### src/rtl/twin_pwm_pkg.sv
package twin_pwm_pkg;

   // bytes per control word; channel n sits at byte offset n*WORD_BYTES
   localparam int unsigned WORD_BYTES = 4;
   localparam int unsigned WORD_SHIFT = $clog2(WORD_BYTES);

   // per-channel run state
   typedef enum logic {
      CH_IDLE = 1'b0,
      CH_RUN  = 1'b1
   } ch_state_e;

endpackage

### src/rtl/twin_pwm_regs.sv
module twin_pwm_regs
   import twin_pwm_pkg::*;
#(
   parameter int NCH    = 2,
   parameter int DATA_W = 32,
   parameter int ADDR_W = 4
) (
   input  logic                          clk,
   input  logic                          rst_n,
   input  logic [ADDR_W-1:0]             bus_addr,
   input  logic                          bus_wr,
   input  logic [DATA_W-1:0]             bus_wdata,
   output logic [DATA_W-1:0]             bus_rdata,
   output logic [NCH-1:0][DATA_W-1:0]    ctl_q
);

   localparam int IDX_W = ADDR_W - WORD_SHIFT;

   logic [IDX_W-1:0] word_idx;
   logic             aligned;
   logic [NCH-1:0]   sel;

   assign word_idx = bus_addr[ADDR_W-1:WORD_SHIFT];
   assign aligned  = (bus_addr[WORD_SHIFT-1:0] == '0);

   // one-hot decode of the addressed channel word
   for (genvar c = 0; c < NCH; c++) begin : g_dec
      assign sel[c] = aligned && (int'(word_idx) == c);
   end

   // storage: every bit of each word is kept for read-back
   for (genvar c = 0; c < NCH; c++) begin : g_word
      always_ff @(posedge clk or negedge rst_n) begin
         if (!rst_n) begin
            ctl_q[c] <= '0;
         end else if (bus_wr && sel[c]) begin
            ctl_q[c] <= bus_wdata;
         end
      end
   end

   // read mux, zero for undecoded offsets
   always_comb begin
      bus_rdata = '0;
      for (int c = 0; c < NCH; c++) begin
         if (sel[c]) begin
            bus_rdata = ctl_q[c];
         end
      end
   end

endmodule

### src/rtl/twin_pwm_presc.sv
module twin_pwm_presc #(
   parameter int CW = 8
) (
   input  logic          clk,
   input  logic          rst_n,
   input  logic          run_i,
   input  logic [CW-1:0] code_i,
   output logic          tick_o,
   output logic [CW-1:0] cnt_o
);

   logic [CW-1:0] cnt_q;
   logic [CW-1:0] last_cnt;

   // code 0 stands for the full 2**CW division
   assign last_cnt = (code_i == '0) ? '1 : (code_i - 1'b1);
   assign tick_o   = run_i && (cnt_q == last_cnt);
   assign cnt_o    = cnt_q;

   always_ff @(posedge clk or negedge rst_n) begin
      if (!rst_n) begin
         cnt_q <= '0;
      end else if (!run_i || tick_o) begin
         cnt_q <= '0;
      end else begin
         cnt_q <= cnt_q + 1'b1;
      end
   end

endmodule

### src/rtl/twin_pwm_chan.sv
module twin_pwm_chan
   import twin_pwm_pkg::*;
#(
   parameter int CW = 8
) (
   input  logic          clk,
   input  logic          rst_n,
   input  logic          en_i,
   input  logic [CW-1:0] reload_i,
   input  logic [CW-1:0] duty_i,
   output logic          pwm_o,
   output logic [CW-1:0] phase_o,
   output logic [CW-1:0] presc_o,
   output logic          run_o,
   output logic [CW-1:0] duty_sh_o
);

   ch_state_e     st_q;
   logic [CW-1:0] ph_q;
   logic [CW-1:0] rl_sh_q;
   logic [CW-1:0] dt_sh_q;
   logic          tick;
   logic          running;
   logic [CW:0]   ph_sum;

   assign running = (st_q == CH_RUN);

   twin_pwm_presc #(.CW(CW)) presc_i (
      .clk    (clk),
      .rst_n  (rst_n),
      .run_i  (running),
      .code_i (rl_sh_q),
      .tick_o (tick),
      .cnt_o  (presc_o)
   );

   always_ff @(posedge clk or negedge rst_n) begin
      if (!rst_n) begin
         st_q    <= CH_IDLE;
         ph_q    <= '0;
         rl_sh_q <= '0;
         dt_sh_q <= '0;
      end else begin
         st_q <= en_i ? CH_RUN : CH_IDLE;
         if (!running) begin
            // stopped: shadows follow the register, phase parked at 0
            ph_q    <= '0;
            rl_sh_q <= reload_i;
            dt_sh_q <= duty_i;
         end else if (tick) begin
            ph_q <= ph_q + 1'b1;
            if (&ph_q) begin
               // period boundary: adopt pending settings
               rl_sh_q <= reload_i;
               dt_sh_q <= duty_i;
            end
         end
      end
   end

   // high while phase + code stays below 2**CW, i.e. (2**CW - code) ticks
   assign ph_sum = {1'b0, ph_q} + {1'b0, dt_sh_q};
   assign pwm_o  = en_i && running && (dt_sh_q != '0) && !ph_sum[CW];

   assign phase_o   = ph_q;
   assign run_o     = running;
   assign duty_sh_o = dt_sh_q;

endmodule

### src/rtl/twin_pwm.sv
module twin_pwm
   import twin_pwm_pkg::*;
#(
   parameter int NCH        = 2,
   parameter int DATA_W     = 32,
   parameter int ADDR_W     = 4,
   parameter int CW         = 8,
   parameter int EN_BIT     = 31,
   parameter int RELOAD_LSB = 8,
   parameter int DUTY_LSB   = 0
) (
   input  logic              clk,
   input  logic              rst_n,
   input  logic [ADDR_W-1:0] bus_addr,
   input  logic              bus_wr,
   input  logic [DATA_W-1:0] bus_wdata,
   output logic [DATA_W-1:0] bus_rdata,
   output logic [NCH-1:0]    pwm_out
);

   localparam int MIN_ADDR_W = WORD_SHIFT + ((NCH > 1) ? $clog2(NCH) : 1);

   // elaboration-time parameter checks
   if (NCH < 1) begin : g_bad_nch
      $error("twin_pwm: NCH must be at least 1");
   end
   if (ADDR_W < MIN_ADDR_W) begin : g_bad_addr
      $error("twin_pwm: ADDR_W too small for NCH words");
   end
   if (EN_BIT >= DATA_W) begin : g_bad_en
      $error("twin_pwm: EN_BIT outside the word");
   end
   if (DUTY_LSB + CW > RELOAD_LSB) begin : g_bad_duty
      $error("twin_pwm: level field overlaps divider field");
   end
   if (RELOAD_LSB + CW > EN_BIT) begin : g_bad_reload
      $error("twin_pwm: divider field overlaps run flag");
   end

   logic [NCH-1:0][DATA_W-1:0] ctl_q;
   logic [NCH-1:0][CW-1:0]     ph_q;
   logic [NCH-1:0][CW-1:0]     pc_q;
   logic [NCH-1:0][CW-1:0]     sh_duty;
   logic [NCH-1:0]             act_q;

   twin_pwm_regs #(
      .NCH    (NCH),
      .DATA_W (DATA_W),
      .ADDR_W (ADDR_W)
   ) regs_i (
      .clk       (clk),
      .rst_n     (rst_n),
      .bus_addr  (bus_addr),
      .bus_wr    (bus_wr),
      .bus_wdata (bus_wdata),
      .bus_rdata (bus_rdata),
      .ctl_q     (ctl_q)
   );

   for (genvar c = 0; c < NCH; c++) begin : g_ch
      twin_pwm_chan #(.CW(CW)) chan_i (
         .clk       (clk),
         .rst_n     (rst_n),
         .en_i      (ctl_q[c][EN_BIT]),
         .reload_i  (ctl_q[c][RELOAD_LSB +: CW]),
         .duty_i    (ctl_q[c][DUTY_LSB +: CW]),
         .pwm_o     (pwm_out[c]),
         .phase_o   (ph_q[c]),
         .presc_o   (pc_q[c]),
         .run_o     (act_q[c]),
         .duty_sh_o (sh_duty[c])
      );
   end

endmodule

### config.mk
export PLATFORM = sky130hd
export DESIGN_NAME = twin_pwm
export DESIGN_NICKNAME = d
export VERILOG_FILES = /design/src/rtl/twin_pwm_pkg.sv /design/src/rtl/twin_pwm_regs.sv /design/src/rtl/twin_pwm_presc.sv /design/src/rtl/twin_pwm_chan.sv /design/src/rtl/twin_pwm.sv
export SDC_FILE = /design/constraint.sdc
export NUM_CORES = 1
export LEC_CHECK = 0
export BUFFER_PORTS_ARGS = -buffer_cell sky130_fd_sc_hd__clkbuf_2
export CAP_MARGIN = 10
export CORE_UTILIZATION = 55
export DETAILED_ROUTE_END_ITERATION = 10
export PLACE_DENSITY = 0.75
export SETUP_SLACK_MARGIN = 0.3
export SLEW_MARGIN = 20
export SYNTH_ARGS = -nofsm -noshare
export SYNTH_HDL_FRONTEND = slang
export SYNTH_HIERARCHICAL = 1
export SYNTH_SLANG_ARGS = --single-unit
### constraint.sdc
create_clock -name clk -period 6.3 [get_ports clk]
set_input_delay 1.26 -clock clk [delete_from_list [all_inputs] [get_ports clk]]
set_output_delay 1.26 -clock clk [all_outputs]
set_load 0.01 [all_outputs]
==> flow_summary.json, run 1 <==
{
  "areaGrowthSynthToFinish_pct": 15.0,
  "drt_iter0_markers": 356,
  "die_w_um": 115,
  "routed_wl_um": 15500,
  "post-cts-setup-buffer-count": 0,
  "netlist_instances": 576,
  "power-per-cell-area_nw_per_um2": 396,
  "netlist_area_um2": 7060,
  "clock_path_buffers": 2,
  "cts_resized": 0,
  "peakVddDrop_uv": 196,
  "clkTransAtPathRegs_ns": 0.06,
  "grt_pass1_vias": 5079,
  "drive_gt1_share_pct": 25.6,
  "synth.distinct_cells": 62,
  "drc": 0,
  "synth_area_leader_cell": "dfrtp_1",
  "dp.cells": 793,
  "globalplace.congestion": 0.826,
  "wl_per_cell_um": 18.8,
  "fin_cells": 825,
  "mostFrequentLayoutCell": "dfrtp_1",
  "cts_hold_buf": 0,
  "cts_tree": "built",
  "overflow": 0,
  "ant_nets": 0,
  "crit_type": "reg2reg",
  "setup_viol": 0,
  "hold_viol": 0,
  "numCtsBuffers": 17,
  "grt_pass1_wl_um": 25300,
  "max_freq_ghz": 0.239,
  "fin_ws_ns": 2.11,
  "seq_area_frac_synth_pct": 46.1,
  "worst_pin_slew_ns": 1.11,
  "endpoint_kind": "flip-flop",
  "initial_core_util_pct": 56.1,
  "n_antenna_cell": 0,
  "synth_nets": 637,
  "fill_cells": 963,
  "synth_top_area_share_pct": 46.1,
  "leakage_nw": 3.62,
  "postLayoutCoreUtil_pct": 64.5,
  "std_cell_rows": 41,
  "die_area_um2": 13300,
  "crit_required_ns": 6.60,
  "coreArea_um2": 12600,
  "maxCapViolCount": 0,
  "firstDrtPassIters": 5,
  "worst-path-max-fanout": 16,
  "die_h_um": 115,
  "worstHoldPathType": "reg2reg",
  "slew_violations": 0,
  "io-pin-count": 73,
  "critPathLaunchType": "flip-flop",
  "synth_area_leaders": "dfrtp_1 (46%), mux2_1 (9.6%), mux2_4 (4.3%), a22o_1 (4.0%), ha_1 (3.9%)",
  "period_needed_ns": 4.19,
  "avgSynthCellArea_um2": 12.3,
  "synth-async-reset-ratio_pct": 100,
  "yosys_warnings": 6,
  "placement.io_buffers": 72,
  "crit_arrival_ns": 4.49,
  "clock_skew_ns": 0.00765,
  "fin_tns_setup_ns": 0,
  "grt_usage_pct": 25.1,
  "finalNetCount": 701,
  "num_vias": 5038,
  "synth_flop_cell": "dfrtp_1",
  "cts_root_buf": "clkbuf_16",
  "hpwl_um": 10300,
  "finalCritPeriodShare_pct": 66.5,
  "outcome": "finished, final reports clean",
  "post_drt_via_cell_ratio": 6.11,
  "grt_max_degree": 73,
  "max_slew_margin_pct": 25.8,
  "rsz0062_at_grt": "no",
  "multi_input_area_um2": 3490,
  "clock-sinks": 130,
  "layout_common_cells": "dfrtp_1 (130), clkbuf_2 (71), mux2_1 (60)",
  "dp_slack_ns": 2.23,
  "synth_edf_count": 0,
  "antenna_found_initial": 0,
  "clk_latency_ns": 0.42,
  "regArea_um2": 3250,
  "cts_max_level": 4,
  "synth_seq_cells": 130
}
## per-layer routing
metal  up-vias  wire [µm]  track usage (%)
met5         -          0                0
met4         0        313             11.1
met3        23        777             6.11
met2       180       7640             40.9
met1      2525       6810             31.8
li1       2310          -                -
## layout make-up
class / count / share of cell area (%)
inverter: 18 / 0.833
clock inverter: 14 / 3.19
multi-input combinational: 398 / 43.1
sequential: 130 / 40.1
tap: 172 / 2.65
timing repair buffer: 75 / 4.75
clock buffer: 18 / 5.41
## Yosys cell counts, types with 6 or more instances
library cell,n
nor4_1,12
xor2_1,8
a22o_1,32
ha_1,22
nand3_1,14
nor2b_1,8
buf_2,8
xnor2_1,16
o31ai_1,6
a311oi_1,16
mux2_4,20
nor2_1,20
or4_1,6
mux2_2,16
mux2i_1,6
inv_1,16
mux2_1,60
dfrtp_1,130
buf_6,8
a21oi_1,16
clkbuf_1,8
nand2_1,22
o21ai_0,6
nand4_1,12
## worst max-delay path: stages (launching register included)
cell	delay (ns)
dfrtp_1	0.43
inv_1	0.10
ha_1	0.18
nor4b_1	0.66
nor2_1	0.14
o311ai_0	0.33
o211a_1	0.39
and4_1	0.41
nor2b_2	0.13
o41a_1	0.82
mux2_4	0.45
## cells by family (layout without fill, tap and decap cells)
group | Yosys count | in the layout | synth area share [%]
simple gates | 136 | 136 | 12.3
xor+xnor | 24 | 24 | 2.98
compound gates | 114 | 114 | 13.0
flops | 130 | 130 | 46.1
buf+inv | 48 | 125 | 4.40
mux | 102 | 102 | 17.2
fa+ha+maj | 22 | 22 | 3.90
## report_power, final
| group | total, mW | leakage [nW] | internal (mW) | switching [mW] |
|---|---|---|---|---|
| sequential | 1.27 | 1.65 | 1.03 | 0.242 |
| clock | 1.16 | 0.340 | 0.791 | 0.366 |
| combinational | 0.785 | 1.63 | 0.402 | 0.383 |
| total | 3.21 | 3.62 | 2.22 | 0.991 |
## worst paths after layout
kind                       slack [ns]                                         to  depth (start not counted)                                   from
max                              2.11      g_ch[1].chan_i/rl_sh_q[2]$_DFFE_PN0P_                         10  g_ch[1].chan_i/rl_sh_q[0]$_DFFE_PN0P_
min                              0.46             g_ch[0].chan_i/run_o$_DFF_PN0_                          0           regs_i/ctl_q[31]$_DFFE_PN0P_
max reg2reg                      2.11      g_ch[1].chan_i/rl_sh_q[2]$_DFFE_PN0P_                         10  g_ch[1].chan_i/rl_sh_q[0]$_DFFE_PN0P_
min reg2reg                      0.46             g_ch[0].chan_i/run_o$_DFF_PN0_                          0           regs_i/ctl_q[31]$_DFFE_PN0P_
max in group asynchronous        4.03      g_ch[1].chan_i/phase_o[2]$_DFFE_PN0P_                          2                                  rst_n
min in group asynchronous        0.99  g_ch[0].chan_i/presc_i/cnt_o[5]$_DFF_PN0_                          1                                  rst_n
## state kept, by name, indices dropped and copies added (netlist names)
signal / cells
g_ch.chan_i/presc_i/cnt_o: 16
regs_i/ctl_q: 64
g_ch.chan_i/phase_o: 16
g_ch.chan_i/rl_sh_q: 16
g_ch.chan_i/duty_sh_o: 16
g_ch.chan_i/run_o: 2
## through the flow
| step | hold WS, ns | total power [mW] | cell area (µm²) |
|---|---|---|---|
| 5_1_grt | 0.483 | 3.39 | 8110 |
| 4_1_cts | 0.457 | 3.23 | 8110 |
| 3_5_place_dp | 0.444 | 2.05 | 7410 |
| 2_1_floorplan | 0.390 | 1.89 | 7060 |
| 6_report | 0.462 | 3.21 | 8110 |
| 3_3_place_gp | 0.441 | 2.01 | 7410 |
(Power assumes the default switching activity.)
==> inputs of run 2 (changes only) <==
--- a/config.mk
+++ b/config.mk
@@ -7,9 +7,9 @@
 export LEC_CHECK = 0
 export BUFFER_PORTS_ARGS = -buffer_cell sky130_fd_sc_hd__clkbuf_2
 export CAP_MARGIN = 10
-export CORE_UTILIZATION = 55
+export CORE_UTILIZATION = 54
 export DETAILED_ROUTE_END_ITERATION = 10
-export PLACE_DENSITY = 0.75
+export PLACE_DENSITY = 0.77
 export SETUP_SLACK_MARGIN = 0.3
 export SLEW_MARGIN = 20
 export SYNTH_ARGS = -nofsm -noshare
==> constraint.sdc (replaced) <==
create_clock -name clk -period 3.4 [get_ports clk]
set_input_delay 0.68 -clock clk [delete_from_list [all_inputs] [get_ports clk]]
set_output_delay 0.68 -clock clk [all_outputs]
set_load 0.01 [all_outputs]
==> flow_summary.json, run 2 (same netlist as run 1, synthesis figures left out) <==
{
  "routed_wl_um": 16000,
  "combPwrFrac_pct": 29.9,
  "globalplace.congestion": 0.870,
  "leakage_nw": 3.77,
  "coreArea_um2": 12700,
  "worst_pin_slew_ns": 0.788,
  "crit_arrival_ns": 3.37,
  "firstDrtPassIters": 5,
  "rsz0062_at_grt": "yes",
  "numCtsBuffers": 17,
  "grt_pass1_vias": 5180,
  "setup_viol": 0,
  "critPathLaunchType": "flip-flop",
  "hold_viol": 0,
  "grt_pass1_wl_um": 25200,
  "mostFrequentLayoutCell": "dfrtp_1",
  "slew_violations": 0,
  "cp_top_family": "simple AND/OR/NAND/NOR gates",
  "pwr-share-seq_pct": 39.7,
  "areaGrowthSynthToFinish_pct": 19.6,
  "max_slew_margin_pct": 47.4,
  "peakVddDrop_uv": 479,
  "clkTransAtPathRegs_ns": 0.05,
  "cts_tree": "built",
  "std_cell_rows": 41,
  "crit_required_ns": 3.69,
  "fin_ws_ns": 0.325,
  "maxCapViolCount": 0,
  "cts_max_level": 4,
  "crit_chain": "inv_2, ha_4, or4b_4, nor2_4, a31oi_4, nor4b_4, and4_4, nor2b_4, o41a_1, clkbuf_16, mux2_4",
  "layout_common_cells": "dfrtp_1 (123), clkbuf_2 (71), mux2_1 (60)",
  "outcome": "finished, final reports clean",
  "swShare_pct": 32.1,
  "worstHoldPathType": "in2async",
  "crit_path_max_incr_delay_ns": 0.48,
  "die_h_um": 116,
  "p_clk_share_pct": 30.4,
  "drive_gt1_share_pct": 32.6,
  "crit_path_top_delay_cell": "or4b_4",
  "cts_root_buf": "clkbuf_16",
  "finalCritPeriodShare_pct": 90.5,
  "drt_iter0_markers": 384,
  "period_needed_ns": 3.08,
  "fin_tns_setup_ns": 0,
  "post_drt_via_cell_ratio": 6.06,
  "clock_skew_ns": 0.00642,
  "worst-path-max-fanout": 8,
  "cp.buffers_inverters": 2,
  "top_register": "regs_i/ctl_q",
  "overflow": 0,
  "dp_slack_ns": 0.226,
  "initial_core_util_pct": 55.7,
  "clock_path_buffers": 2,
  "cts_hold_buf": 0,
  "crit_cells": 11,
  "ff2ff_path_depth": 11,
  "wl_per_cell_um": 18.6,
  "power-per-cell-area_nw_per_um2": 708,
  "largest_register_ffs": 64,
  "clock-sinks": 130,
  "hpwl_um": 10500,
  "power.internal_mw": 4.06,
  "clk_latency_ns": 0.41,
  "drc": 0,
  "num_vias": 5213,
  "placement.io_buffers": 72,
  "antenna_found_initial": 0,
  "die_w_um": 116,
  "finalNetCount": 736,
  "grt_max_degree": 131,
  "max_freq_ghz": 0.325,
  "ant_nets": 0,
  "die_area_um2": 13500,
  "endpoint_kind": "flip-flop",
  "grt_usage_pct": 24.3,
  "p_sw_mw": 1.92,
  "io-pin-count": 73,
  "crit_type": "reg2reg",
  "n_antenna_cell": 0
}
run 2: cell count changes in the layout (fill, tap and decap cells not counted), sizes merged:
cell / previous run / this run
clkbuf: 89 / 95
clkinv: 8 / 7
clkinvlp: 1 / 2
buf: 4 / 37
bufinv: 7 / 3
run 2: power by group through the flow:
stage | sequential (mW) | clock (mW) | combinational, mW
after global placement | 2.33 | 0 | 1.46
after global routing | 2.42 | 1.91 | 1.94
after CTS | 2.35 | 1.84 | 1.56
after detailed placement | 2.36 | 0 | 1.52
after floorplan | 2.17 | 0 | 1.34
final | 2.37 | 1.81 | 1.79
run 2: final timing paths:
| kind | start | end | slack (ns) |
|---|---|---|---|
| max | g_ch[0].chan_i/rl_sh_q[1]$_DFFE_PN0P_ | g_ch[0].chan_i/rl_sh_q[3]$_DFFE_PN0P_ | 0.32 |
| min | rst_n | g_ch[0].chan_i/presc_i/cnt_o[4]$_DFF_PN0_ | 0.30 |
| max reg2reg | g_ch[0].chan_i/rl_sh_q[1]$_DFFE_PN0P_ | g_ch[0].chan_i/rl_sh_q[3]$_DFFE_PN0P_ | 0.32 |
| min reg2reg | regs_i/ctl_q[31]$_DFFE_PN0P_ | g_ch[0].chan_i/run_o$_DFF_PN0_ | 0.46 |
| max in group asynchronous | rst_n | g_ch[1].chan_i/rl_sh_q[3]$_DFFE_PN0P_ | 2.41 |
| min in group clk | regs_i/ctl_q[31]$_DFFE_PN0P_ | g_ch[0].chan_i/run_o$_DFF_PN0_ | 0.46 |
run 2: layer usage:
metal	vias up	GRT usage, %	share of wire [%]
met4	0	11.4	1.9
met2	191	39.9	49
met5	-	0	0
li1	2382	-	-
met1	2608	30.8	44
met3	32	5.24	5.1
run 2: stage by stage:
stage / hold WS [ns] / area, µm² / total power [mW] / utilization (%) / std cells
2_1_floorplan: 0.384 / 7080 / 3.51 / - / 576
3_3_place_gp: 0.434 / 7560 / 3.79 / 59.7 / 807
3_5_place_dp: 0.443 / 7560 / 3.88 / 59.7 / 807
4_1_cts: 0.412 / 8180 / 5.75 / 64.5 / 841
5_1_grt: 0.424 / 8440 / 6.27 / 66.6 / 860
6_report: 0.301 / 8440 / 5.97 / 66.6 / 860
run 2: repair_timing:
action / CTS / global route
gates resized for setup: 3 / 27
endpoints found under the hold margin: 0 / 0
gates cloned: 0 / 2
pin swaps: 3 / 5
buffers inserted: 2 / 17
endpoints found under the setup margin: 32 / 32
run 2: final cells by class:
cell class | instances | area (µm²)
clock buffers | 22 | 454
clock inverters | 10 | 134
fillers | 918 | 4230
inverters | 18 | 67.6
multi-input cells | 398 | 3590
flip-flops and latches | 130 | 3260
well taps | 172 | 215
repair buffers | 110 | 721
==> inputs of run 3 (changes only) <==
--- a/config.mk
+++ b/config.mk
@@ -7,12 +7,11 @@
 export LEC_CHECK = 0
 export BUFFER_PORTS_ARGS = -buffer_cell sky130_fd_sc_hd__clkbuf_2
 export CAP_MARGIN = 10
-export CORE_UTILIZATION = 54
+export CORE_UTILIZATION = 53
 export DETAILED_ROUTE_END_ITERATION = 10
-export PLACE_DENSITY = 0.77
+export PLACE_DENSITY = 0.76
 export SETUP_SLACK_MARGIN = 0.3
 export SLEW_MARGIN = 20
 export SYNTH_ARGS = -nofsm -noshare
 export SYNTH_HDL_FRONTEND = slang
-export SYNTH_HIERARCHICAL = 1
 export SYNTH_SLANG_ARGS = --single-unit
==> flow_summary.json, run 3 <==
{
  "outcome": "finished, final reports clean",
  "leakage_nw": 3.83,
  "crit-reg2reg-capture": "g_ch[0].chan_i.phase_o[3]$_DFFE_PN0P_",
  "ant_nets": 0,
  "worstHoldPathType": "in2async",
  "clock-sinks": 130,
  "critPathLaunchType": "flip-flop",
  "clock_skew_ns": 0.00456,
  "std_cell_rows": 40,
  "drc": 0,
  "netlist_area_um2": 6730,
  "synth_adder_area_share_pct": 4.09,
  "regArea_um2": 3260,
  "synth_seq_cells": 130,
  "n_antenna_cell": 0,
  "finalCritPeriodShare_pct": 90.9,
  "cts_max_level": 4,
  "worst-path-max-fanout": 2,
  "mostFrequentLayoutCell": "dfrtp_1",
  "postLayoutCoreUtil_pct": 68.0,
  "wl_per_cell_um": 18.4,
  "grt_pass1_vias": 5126,
  "num_vias": 4970,
  "crit_required_ns": 2.72,
  "synth_top_area_share_pct": 48.3,
  "fill_cells": 916,
  "crit_type": "reg2out",
  "crit_path_max_incr_delay_ns": 0.40,
  "endpoint_kind": "output pin",
  "areaGrowthSynthToFinish_pct": 23.3,
  "pwr-share-seq_pct": 38.5,
  "yosys_warnings": 0,
  "drive_gt1_share_pct": 40.7,
  "netlist_instances": 563,
  "clk_latency_ns": 0.42,
  "globalplace.congestion": 0.866,
  "multi_input_area_um2": 3420,
  "p_clk_share_pct": 34.8,
  "hpwl_um": 10100,
  "grt_max_degree": 59,
  "max_slew_margin_pct": 49.5,
  "layout_common_cells": "dfrtp_1 (125), mux2_2 (80), clkbuf_2 (69)",
  "maxCapViolCount": 0,
  "finalNetCount": 721,
  "antenna_found_initial": 0,
  "crit_chain": "ha_1, a31o_2, a21o_1, a21o_1, a21o_1, a21oi_1, nor2_1, a211oi_2, buf_2",
  "drt_iter0_markers": 256,
  "routed_wl_um": 15400,
  "max_freq_ghz": 0.324,
  "initial_core_util_pct": 55.1,
  "synth_edf_count": 0,
  "largest_register_ffs": 64,
  "overflow": 0,
  "cp_top_family": "compound AO/OA/AOI/OAI gates",
  "grt_pass1_wl_um": 25200,
  "swShare_pct": 29.9,
  "synth_simple_gate_area_share_pct": 10.7,
  "synth_flop_cell": "dfrtp_1",
  "worst_pin_slew_ns": 0.757,
  "hold_viol": 0,
  "p_sw_mw": 1.79,
  "synth_top_cells_by_count": "dfrtp_1 (130), mux2_2 (86), a22o_1 (32)",
  "numCtsBuffers": 17,
  "synth_top_family_by_area": "multiplexers",
  "crit_path_top_delay_cell": "dfrtp_1",
  "cts_tree": "built",
  "slew_violations": 0,
  "clock_path_buffers": 2,
  "fin_ws_ns": 0.309,
  "clkTransAtPathRegs_ns": 0.05,
  "setup_viol": 0,
  "top_register": "regs_i.ctl_q",
  "dp_slack_ns": 0.00253,
  "synth_mux_area_share_pct": 16.8,
  "period_needed_ns": 3.09,
  "combPwrFrac_pct": 26.7,
  "cts_root_buf": "clkbuf_16",
  "peakVddDrop_uv": 405,
  "seq_area_frac_synth_pct": 48.3,
  "post_drt_via_cell_ratio": 5.91,
  "fin_cells": 841,
  "rsz0062_at_grt": "yes",
  "rrSetupSlack_ns": 0.38,
  "synth_nets": 624,
  "synth.distinct_cells": 65,
  "coreArea_um2": 12200,
  "dp.cells": 787,
  "timing.rr.start": "g_ch[0].chan_i.rl_sh_q[0]$_DFFE_PN0P_",
  "synthXorXnorAreaFrac_pct": 3.64,
  "path_common_cell": "a21o_1",
  "synth_area_leader_cell": "dfrtp_1",
  "firstDrtPassIters": 4,
  "placement.io_buffers": 72,
  "synth_compound_gate_area_share_pct": 13.0,
  "die_area_um2": 13200,
  "cp.buffers_inverters": 1,
  "avgSynthCellArea_um2": 12.0,
  "power.internal_mw": 4.20,
  "crit_arrival_ns": 2.41,
  "synth_area_leaders": "dfrtp_1 (48%), mux2_2 (14%), a22o_1 (4.2%), ha_1 (4.1%), xnor2_1 (2.3%)",
  "fin_tns_setup_ns": 0,
  "io-pin-count": 73,
  "ff2ff_path_depth": 11,
  "yosysMostFrequentCell": "dfrtp_1",
  "synth-async-reset-ratio_pct": 100,
  "die_w_um": 115,
  "power-per-cell-area_nw_per_um2": 721,
  "die_h_um": 115,
  "grt_usage_pct": 25.1
}
-- run 3: cell count changes after synthesis, moves of 7 or more --
cell,before,now
mux2_2,16,86
nor2_1,20,28
a311oi_1,16,3
mux2_4,20,10
buf_1,0,7
mux2_1,60,0
-- run 3: worst reg2reg max path: stages, from the launching register on --
cell and delay (ns):
dfrtp_2 0.41, inv_2 0.07, ha_4 0.19, xor2_2 0.15, or4bb_1 0.48, a211o_1 0.28
a32oi_2 0.26, buf_4 0.17, o211ai_1 0.20, buf_4 0.23, or3_1 0.37, a21oi_2 0.15
-- run 3: worst max-delay path by stage --
stage	startpoint	end	slack [ns]	cells past startpoint
after floorplan	g_ch[0].chan_i.rl_sh_q[0]$_DFFE_PN0P_	g_ch[0].chan_i.duty_sh_o[0]$_DFFE_PN0P_	0.21	11
after global placement	g_ch[1].chan_i.rl_sh_q[0]$_DFFE_PN0P_	g_ch[1].chan_i.rl_sh_q[6]$_DFFE_PN0P_	0.19	9
after detailed placement	g_ch[1].chan_i.rl_sh_q[0]$_DFFE_PN0P_	g_ch[1].chan_i.duty_sh_o[4]$_DFFE_PN0P_	0.003	9
after CTS	g_ch[0].chan_i.rl_sh_q[0]$_DFFE_PN0P_	g_ch[0].chan_i.duty_sh_o[2]$_DFFE_PN0P_	0.30	10
after global routing	g_ch[1].chan_i.duty_sh_o[1]$_DFFE_PN0P_	pwm_out[1]	0.25	9
final	g_ch[0].chan_i.phase_o[1]$_DFFE_PN0P_	pwm_out[0]	0.31	9
-- run 3: timing repair --
item,4_1_cts,5_1_grt
endpoints found under the setup margin,37,50
pin swaps,17,8
buffers inserted,14,8
resized for setup,17,25
hold buffers,0,0
-- run 3: area by class of cell --
class | instances | area share (%)
repair buffers | 108 | 8.06
clock buffers | 23 | 5.76
clock inverters | 9 | 2.41
multi-input cells | 385 | 41.2
flip-flops and latches | 130 | 39.3
inverters | 18 | 0.814
well taps | 168 | 2.53
-- run 3: per-stage QoR --
step,hold slack [ns],area (µm²),power [mW]
after floorplan,0.384,6740,3.29
after global placement,0.412,7270,3.57
after global routing,0.388,8300,6.30
final,0.337,8300,5.99
after CTS,0.352,8140,5.91
after detailed placement,0.417,7270,3.65
-- run 3: kinds of logic after synthesis --
logic type / count (synthesis)
XOR/XNOR: 28
multiplexers: 97
adder cells (fa/ha/maj): 22
buffers and inverters: 48
AO/OA/AOI/OAI: 109
flip-flops: 130
AND/OR/NAND/NOR: 129
-- run 3: power groups by stage --
stage                     sequential (mW)  clock, mW  combinational (mW)
after detailed placement             2.30          0                1.35
after floorplan                      2.14          0                1.14
after CTS                            2.28       2.11                1.51
final                                2.31       2.08                1.60
after global placement               2.28          0                1.29
after global routing                 2.36       2.19                1.75
-- run 3: metal layers --
| layer | vias to the layer above | share of wire [%] | GRT usage (%) |
|---|---|---|---|
| li1 | 2301 | - | - |
| met1 | 2497 | 43 | 31.4 |
| met2 | 142 | 50 | 41.5 |
| met3 | 30 | 4.9 | 6.62 |
| met4 | 0 | 2.2 | 10.2 |
| met5 | - | 0 | 0 |
